--- config.mk ---
export PLATFORM = sky130hd
export DESIGN_NAME = pci_bridge_perr_unit
export DESIGN_NICKNAME = d
export VERILOG_FILES = /design/src/rtl/pbp_pkg.sv /design/src/rtl/pbp_par_chk.sv /design/src/rtl/pbp_perr_drv.sv /design/src/rtl/pbp_status.sv /design/src/rtl/pci_bridge_perr_unit.sv
export SDC_FILE = /design/constraint.sdc
export NUM_CORES = 1
export LEC_CHECK = 0
export BUFFER_PORTS_ARGS = -buffer_cell sky130_fd_sc_hd__buf_2
export CORE_UTILIZATION = 40
export DETAILED_ROUTE_END_ITERATION = 12
export HOLD_SLACK_MARGIN = 0.06
export PLACE_DENSITY_LB_ADDON = 0.2
export REMOVE_ABC_BUFFERS = 1
export SYNTH_ARGS = -nofsm -noshare
export SYNTH_HDL_FRONTEND = slang
export SYNTH_SLANG_ARGS = --single-unit
--- constraint.sdc ---
create_clock -name clk_i -period 1.6 [get_ports clk_i]
set_clock_uncertainty 0.05 [all_clocks]
set_input_delay 0.32 -clock clk_i [delete_from_list [all_inputs] [get_ports clk_i]]
set_output_delay 0.32 -clock clk_i [all_outputs]
set_load 0.1 [all_outputs]
--- src/rtl/pbp_pkg.sv ---
package pbp_pkg;
  localparam int NSIDE  = 2;
  localparam int SIDE_P = 0;
  localparam int SIDE_S = 1;

  typedef enum logic {DIR_DOWN = 1'b0, DIR_UP = 1'b1} pbp_dir_e;

  typedef struct packed {
    pbp_dir_e dir;
    logic     posted;
  } pbp_ctx_t;
endpackage

--- src/rtl/pbp_par_chk.sv ---
module pbp_par_chk #(
  parameter int DATA_W = 32,
  parameter int BE_W   = 4
) (
  input  logic              clk_i,
  input  logic              rst_ni,
  input  logic              valid_i,
  input  logic [DATA_W-1:0] ad_i,
  input  logic [BE_W-1:0]   cbe_i,
  input  logic              par_i,
  output logic              chk_o,
  output logic              err_o
);
  logic pend_q, dpar_q;

  // only the data parity is kept; the word itself is not needed later
  always_ff @(posedge clk_i or negedge rst_ni) begin
    if (!rst_ni) begin
      pend_q <= 1'b0;
      dpar_q <= 1'b0;
    end else begin
      pend_q <= valid_i;
      if (valid_i) dpar_q <= ^{ad_i, cbe_i};
    end
  end

  assign chk_o = pend_q;
  assign err_o = pend_q & (dpar_q ^ par_i);

  assert_chk_follows_phase_R2: assert property (@(posedge clk_i) disable iff (!rst_ni)
    chk_o |-> $past(valid_i));
endmodule

--- src/rtl/pbp_perr_drv.sv ---
module pbp_perr_drv (
  input  logic clk_i,
  input  logic rst_ni,
  input  logic fire_i,
  output logic perr_no,
  output logic oe_o
);
  logic perr_nq, oe_q;

  always_ff @(posedge clk_i or negedge rst_ni) begin
    if (!rst_ni) begin
      perr_nq <= 1'b1;
      oe_q    <= 1'b0;
    end else begin
      perr_nq <= ~fire_i;
      oe_q    <= fire_i | ~perr_nq;   // keep driving one clock after the low
    end
  end

  assign perr_no = perr_nq;
  assign oe_o    = oe_q;

  assert_low_is_driven_R7: assert property (@(posedge clk_i) disable iff (!rst_ni)
    !perr_no |-> oe_o);
  assert_high_after_low_R7: assert property (@(posedge clk_i) disable iff (!rst_ni)
    !perr_no && !fire_i |=> perr_no && oe_o);
  assert_release_after_high_R7: assert property (@(posedge clk_i) disable iff (!rst_ni)
    $fell(oe_o) |-> perr_no);
endmodule

--- src/rtl/pbp_status.sv ---
module pbp_status (
  input  logic clk_i,
  input  logic rst_ni,
  input  logic set_i,
  input  logic clr_i,
  output logic det_o
);
  logic det_q;

  always_ff @(posedge clk_i or negedge rst_ni) begin
    if (!rst_ni)    det_q <= 1'b0;
    else if (set_i) det_q <= 1'b1;
    else if (clr_i) det_q <= 1'b0;
  end

  assign det_o = det_q;

  assert_sticky_R8: assert property (@(posedge clk_i) disable iff (!rst_ni)
    det_o && !clr_i |=> det_o);
  assert_set_wins_R8: assert property (@(posedge clk_i) disable iff (!rst_ni)
    set_i |=> det_o);
endmodule

--- src/rtl/pci_bridge_perr_unit.sv ---
module pci_bridge_perr_unit
  import pbp_pkg::*;
#(
  parameter int DATA_W = 32,
  parameter int BE_W   = 4
) (
  input  logic              clk_i,
  input  logic              rst_ni,
  input  logic              dir_i,
  input  logic              posted_i,
  input  logic              p_per_en_i,
  input  logic              s_per_en_i,
  input  logic              p_valid_i,
  input  logic [DATA_W-1:0] p_ad_i,
  input  logic [BE_W-1:0]   p_cbe_i,
  input  logic              p_par_i,
  input  logic              s_valid_i,
  input  logic [DATA_W-1:0] s_ad_i,
  input  logic [BE_W-1:0]   s_cbe_i,
  input  logic              s_par_i,
  input  logic              p_clr_i,
  input  logic              s_clr_i,
  output logic              p_perr_no,
  output logic              p_perr_oe_o,
  output logic              s_perr_no,
  output logic              s_perr_oe_o,
  output logic              p_det_o,
  output logic              s_det_o,
  output logic              fwd_par_o,
  output logic              fwd_vld_o,
  output logic              hold_o
);
  logic              valid [NSIDE];
  logic [DATA_W-1:0] ad    [NSIDE];
  logic [BE_W-1:0]   cbe   [NSIDE];
  logic              par   [NSIDE];
  logic              en    [NSIDE];
  logic              clr   [NSIDE];
  logic              chk   [NSIDE];
  logic              err   [NSIDE];
  logic              fire  [NSIDE];
  logic              set   [NSIDE];
  logic              perr_n[NSIDE];
  logic              oe    [NSIDE];
  logic              det   [NSIDE];

  assign valid[SIDE_P] = p_valid_i;  assign valid[SIDE_S] = s_valid_i;
  assign ad[SIDE_P]    = p_ad_i;     assign ad[SIDE_S]    = s_ad_i;
  assign cbe[SIDE_P]   = p_cbe_i;    assign cbe[SIDE_S]   = s_cbe_i;
  assign par[SIDE_P]   = p_par_i;    assign par[SIDE_S]   = s_par_i;
  assign en[SIDE_P]    = p_per_en_i; assign en[SIDE_S]    = s_per_en_i;
  assign clr[SIDE_P]   = p_clr_i;    assign clr[SIDE_S]   = s_clr_i;

  // transaction context captured in the data-phase clock
  pbp_ctx_t ctx_q;
  always_ff @(posedge clk_i or negedge rst_ni) begin
    if (!rst_ni) ctx_q <= '{dir: DIR_DOWN, posted: 1'b0};
    else if (p_valid_i | s_valid_i) ctx_q <= '{dir: pbp_dir_e'(dir_i), posted: posted_i};
  end

  logic ini, init_err, back_err, both_en;
  assign ini      = (ctx_q.dir == DIR_UP);   // 0: primary initiates, 1: secondary
  assign init_err = err[ini];
  assign back_err = err[~ini] & ~init_err;
  assign both_en  = p_per_en_i & s_per_en_i;

  for (genvar g = 0; g < NSIDE; g++) begin : g_side
    localparam bit SIDE = (g == SIDE_S);

    pbp_par_chk #(.DATA_W(DATA_W), .BE_W(BE_W)) u_chk (
      .clk_i, .rst_ni,
      .valid_i(valid[g]), .ad_i(ad[g]), .cbe_i(cbe[g]), .par_i(par[g]),
      .chk_o(chk[g]), .err_o(err[g])
    );

    always_comb begin
      if (SIDE == ini) begin
        fire[g] = (init_err & en[g]) | (back_err & both_en);
        set[g]  = init_err;
      end else begin
        fire[g] = 1'b0;
        set[g]  = back_err;
      end
    end

    pbp_perr_drv u_drv (
      .clk_i, .rst_ni, .fire_i(fire[g]), .perr_no(perr_n[g]), .oe_o(oe[g])
    );

    pbp_status u_stat (
      .clk_i, .rst_ni, .set_i(set[g]), .clr_i(clr[g]), .det_o(det[g])
    );
  end

  logic fwd_par_q, fwd_vld_q, hold_q;
  always_ff @(posedge clk_i or negedge rst_ni) begin
    if (!rst_ni) begin
      fwd_par_q <= 1'b0;
      fwd_vld_q <= 1'b0;
      hold_q    <= 1'b0;
    end else begin
      fwd_vld_q <= chk[ini];
      if (chk[ini]) fwd_par_q <= par[ini];   // passed through, never regenerated
      hold_q    <= init_err & ~ctx_q.posted;
    end
  end

  assign p_perr_no   = perr_n[SIDE_P];
  assign p_perr_oe_o = oe[SIDE_P];
  assign s_perr_no   = perr_n[SIDE_S];
  assign s_perr_oe_o = oe[SIDE_S];
  assign p_det_o     = det[SIDE_P];
  assign s_det_o     = det[SIDE_S];
  assign fwd_par_o   = fwd_par_q;
  assign fwd_vld_o   = fwd_vld_q;
  assign hold_o      = hold_q;

  assert_hold_on_checked_phase_R10: assert property (@(posedge clk_i) disable iff (!rst_ni)
    hold_o |-> fwd_vld_o);
  assert_p_perr_needs_enable_R3: assert property (@(posedge clk_i) disable iff (!rst_ni)
    !p_perr_no && $past(!p_perr_no) == 1'b0 |-> $past(p_per_en_i));
  assert_s_perr_needs_enable_R6: assert property (@(posedge clk_i) disable iff (!rst_ni)
    !s_perr_no && $past(!s_perr_no) == 1'b0 |-> $past(s_per_en_i));
  assert_perr_one_side_R6: assert property (@(posedge clk_i) disable iff (!rst_ni)
    !(!p_perr_no && !s_perr_no && $past(!p_perr_no) == 1'b0 && $past(!s_perr_no) == 1'b0));
  assert_status_needs_check_R4: assert property (@(posedge clk_i) disable iff (!rst_ni)
    $rose(p_det_o) || $rose(s_det_o) |-> $past(chk[SIDE_P] | chk[SIDE_S]));
endmodule

Word-level counts from Yosys, hierarchy flattened
Cells that the tools add are included.
W data, S select, Z words.
{ "classes": {"n_reduce_logical": 4, "n_bitwise": 24, "magnitude_cmp": 2, "mux": 20} }
{ "op_table": {"columns": ["cell", "count"], "rows": [
  ["$reduce_xor A36 Y1", 2],
  ["$mux W1", 20],
  ["$and A1 B1 Y1", 8],
  ["$not A1 Y1", 7],
  ["$or A1 B1 Y1", 5],
  ["$ge A2 B2 Y1 const B", 2],
  ["$not A1 Y2", 2],
  ["$reduce_bool A2 Y1", 2],
  ["$xor A1 B1 Y1", 2]
]} }
{ "word_totals": {"out_inout_bits": 9, "wordCells": 65, "input_bits": 84, "regBits": 15} }

Longest topological paths before layout
{ "depth": {"word_depth": 11, "ltp_mapped": 6, "mapped_depth_nobuf": 6} }

Hierarchy
Synthesis repeated with hierarchy kept, for this count alone.
{ "unflattened": {"hier_cells": 117, "hier_area_um2": 1239.9} }
{ "by_module_without_submodules": {"columns": ["mod", "cells_per_inst", "seq_area_each_um2", "area_per_inst_um2", "n_inst"], "rows": [
  ["pbp_par_chk", 40, 50.0, 385.4, 2],
  ["pci_bridge_perr_unit", 23, 125.1, 274.0, 1],
  ["pbp_perr_drv", 4, 51.3, 61.3, 2],
  ["pbp_status", 3, 25.0, 36.3, 2]
]} }

Worst setup path before layout
No wires, ideal clock.
{ "synth_path": {"path_type": "input to register", "start": "input p_ad_i[26]", "end": "register g_side[0].u_chk.dpar_q", "t_arrival_ps": 1384, "cell_stages": 6, "path_buffers": 0, "path_slack_ps": 43, "setup_time_ps": 123, "t_required_ps": 1427, "cell_sequence": "xnor2_1 -> xnor2_1 -> xnor2_1 -> xnor3_1 -> xnor2_1 -> a21oi_1"} }
{ "synth_between": {"elab_chain_cells": 1} }
{ "synth_rtl": {"columns": ["element", "line", "text"], "rows": [
  ["start, declared", "pci_bridge_perr_unit.sv:14", "input logic [DATA_W-1:0] p_ad_i,"],
  ["$reduce_xor A36 Y1", "pbp_par_chk.sv:23", "if (valid_i) dpar_q <= ^{ad_i, cbe_i};"],
  ["end signal, assigned", "pbp_par_chk.sv:23", null],
  ["end, declared", "pbp_par_chk.sv:14", "logic pend_q, dpar_q;"]
]} }
No other way between the ends.
A chain may end at the register's enable or synchronous reset.

Worst setup path after layout
{ "layout_path": {"start": "input s_ad_i[26]", "end": "register g_side[1].u_chk.dpar_q"} }
{ "layout_between": {"elab_chain_cells": 1} }
{ "layout_rtl": {"columns": ["element", "line", "text"], "rows": [
  ["start, declared", "pci_bridge_perr_unit.sv:18", "input logic [DATA_W-1:0] s_ad_i,"],
  ["$reduce_xor A36 Y1", "pbp_par_chk.sv:23", null],
  ["end signal, assigned", "pbp_par_chk.sv:23", null],
  ["end, declared", "pbp_par_chk.sv:14", null]
]} }
No other way between the ends.

==> impl_metrics.json <==
{
  "avgSynthCellArea_um2": 10.42,
  "htree_num_levels": 1,
  "coreArea_um2": 2781,
  "hold_viol_final": 0,
  "synth_top_cell_area_share_pct": 44.63,
  "worstSetupEndpointType": "flop",
  "hp-class": "in -> reg",
  "top_layer_used": "met3",
  "grt_pass1_wl_um": 3650,
  "cts_made_buffers": 3,
  "clockBufferDepth": 2,
  "crit_buf_inv": 1,
  "layout.nets": 295,
  "die_y_um": 56.26,
  "rsz0062_at_grt": "no",
  "clock-sinks": 15,
  "slowest_delay_ps": 430,
  "power_per_cell_area_nw_per_um2": 1114,
  "dr_wl_met3_um": 163,
  "met2_length_um": 1266,
  "final-setup-viol-count": 0,
  "cts_tree": "built",
  "met1Wirelength_um": 761,
  "yosysTopAreaCell": "xnor2_1",
  "route.detailed.drc": 0,
  "slowest_stage": "xnor3_1",
  "drive_gt1_share_pct": 48.10,
  "die_area_um2": 3165,
  "vias": 1070,
  "diodes": 0,
  "p_clk_share_pct": 10.4,
  "layout_min_cycle_time_ps": 1475,
  "clkTransAtPathRegs_ps": 80,
  "drt_iter0_drc": 12,
  "fin_ws_ps": 124.8,
  "netSwitchingFraction_pct": 43.65,
  "syn2layout_area_growth_pct": 48.03,
  "cts-root-buf": "clkbuf_4",
  "critical-path-top-delay-family": "XOR/XNOR gates",
  "finalMaxSlewViolations": 0,
  "synth_cell_types": 16,
  "netlist_instances": 113,
  "critical_path_peak_fanout": 1,
  "antenna_found_initial": 0,
  "antenna_left": 0,
  "grt_pass1_vias": 981,
  "fin_crit_sh_pct": 92.20,
  "crit_top_cell": "xnor2_1",
  "p_int_mw": 1.094,
  "p_seq_share_pct": 26.5,
  "grt_max_degree": 16,
  "start_kind": "input port",
  "crit_arrival_ps": 1590,
  "vias_per_cell": 4.440,
  "row_count": 19,
  "p_comb_share_pct": 63.1,
  "cap_violations": 0,
  "power.leakage_nw": 0.8476,
  "post_drt_wl_per_cell_um": 9.087,
  "drt_pass1_iterations": 2,
  "synth_area_leaders": "xnor2_1 45%, dfrtp_1 28%, xor2_1 6.0%",
  "synth_area_um2": 1177,
  "start_util_pct": 42.33,
  "fmax_mhz": 677.9,
  "vdd_drop_max_mv": 1.254,
  "grt_use_total_pct": 14.52,
  "status": "completed",
  "worst_pin_slew_ps": 485.5,
  "power.total_mw": 1.942,
  "yosysSeqAreaShare_pct": 32.09,
  "insertion_delay_ps": 270,
  "ys_seq_elements": 15,
  "num_io_pins": 93,
  "postRouteWirelength_um": 2190,
  "required_ps": 1710,
  "fp.dieW_um": 56.26,
  "place_congestion": 0.7838,
  "place_ws_ps": -186.8,
  "p_switching_mw": 0.8478,
  "grt-ovfl-total": 0,
  "critical_path_class": "in -> reg",
  "cp_cell_sequence": "buf_2 -> xnor2_1 -> xnor2_1 -> xnor2_1 -> xnor3_1 -> xnor2_1 -> a21oi_1",
  "maxSlewHeadroom_pct": 67.86,
  "io_buffers": 92,
  "ys_warn_count": 0
}
==> cells by family after synthesis <==
group / share of synthesized area [%]
compound gates: 3.188
buf+inv: 0.6379
flops: 32.09
simple gates: 5.951
xor+xnor: 54.41
mux: 3.719
==> worst paths after layout <==
kind / cells past startpoint / end / start / slack, ps
max in group asynchronous: 2 / g_side[1].u_drv.perr_no / rst_ni / 780
min in group asynchronous: 2 / g_side[1].u_chk.chk_o / rst_ni / 430
setup / recovery: 7 / g_side[1].u_chk.dpar_q / s_ad_i[26] / 120
hold reg to reg: 1 / g_side[0].u_drv.oe_o / g_side[0].u_drv.perr_no / 420
hold / removal: 1 / g_side[0].u_chk.chk_o / p_valid_i / 140
setup reg to reg: 3 / fwd_par_o / ini / 460
==> repair_timing <==
action / in CTS / in global routing
gates resized for setup: 0 / 0
hold buffers: 1 / 0
setup buffers: 0 / 0
hold endpoints to repair: 13 / 0
==> layout make-up <==
cell class | instances | area [um2]
Clock buffer | 4 | 26.28
Fill cell | 254 | 1039
Inverter | 2 | 7.507
Multi-Input combinational cell | 96 | 792.0
Sequential cell | 15 | 377.9
Tap cell | 31 | 38.79
Timing Repair Buffer | 93 | 500.5
==> synthesized netlist by cell type <==
master and number:
a21oi_1 3, and3_1 1, dfrtp_1 13, dfstp_2 2, inv_1 2, mux2_2 3
mux2i_1 1, nand2_1 6, nand3_1 3, nand3b_1 1, nor2_1 5, o21ba_2 1
o22ai_1 2, xnor2_1 60, xnor3_1 2, xor2_1 8
==> stage by stage <==
| stage | cell area [um2] | setup TNS, ps | utilization, % | hold slack [ps] | std cells |
|---|---|---|---|---|---|
| 2_1_floorplan | 1177 | 0 | - | -25.59 | 113 |
| 5_1_grt | 1743 | 0 | 62.66 | 133.1 | 241 |
| 3_5_place_dp | 1707 | -317.1 | 61.36 | 184.9 | 236 |
| 3_3_place_gp | 1707 | -233.4 | 61.36 | 178.3 | 236 |
| 4_1_cts | 1743 | 0 | 62.66 | 133.4 | 241 |
| 6_report | 1743 | 0 | 62.66 | 144.0 | 241 |
==> power by group through the flow <==
stage	Clock [mW]	Sequential (mW)	Combinational (mW)
2_1_floorplan	0	0.883	0.609
3_3_place_gp	0	0.520	1.22
3_5_place_dp	0	0.523	1.24
4_1_cts	0.217	0.515	1.24
5_1_grt	0.228	0.522	1.32
6_report	0.202	0.514	1.23
==> layout by cell type (no fill, tap or decap), drive strengths merged, types with 3 or more instances in the layout <==
master | Yosys | routed
clkbuf | 0 | 4
nor2 | 5 | 5
nand2 | 6 | 6
mux2 | 3 | 3
dfrtp | 13 | 13
xnor2 | 60 | 60
a21oi | 3 | 3
buf | 0 | 92
xor2 | 8 | 8
nand3 | 3 | 3
==> sequential cells by signal (all words and copies together) (netlist names) <==
register	count
ctx_q	1
fwd_par_o	1
fwd_vld_o	1
g_side.u_chk.chk_o	2
g_side.u_chk.dpar_q	2
g_side.u_drv.oe_o	2
g_side.u_drv.perr_no	2
g_side.u_stat.det_o	2
hold_o	1
ini	1
==> per-layer routing <==
| layer | track usage [%] | vias to the layer above |
|---|---|---|
| li1 | - | 553 |
| met1 | 13.80 | 466 |
| met2 | 30.10 | 51 |
| met3 | 3.226 | 0 |
| met4 | 4.181 | 0 |
| met5 | 0 | - |
Note: power is estimated with default switching activity, not from simulation.
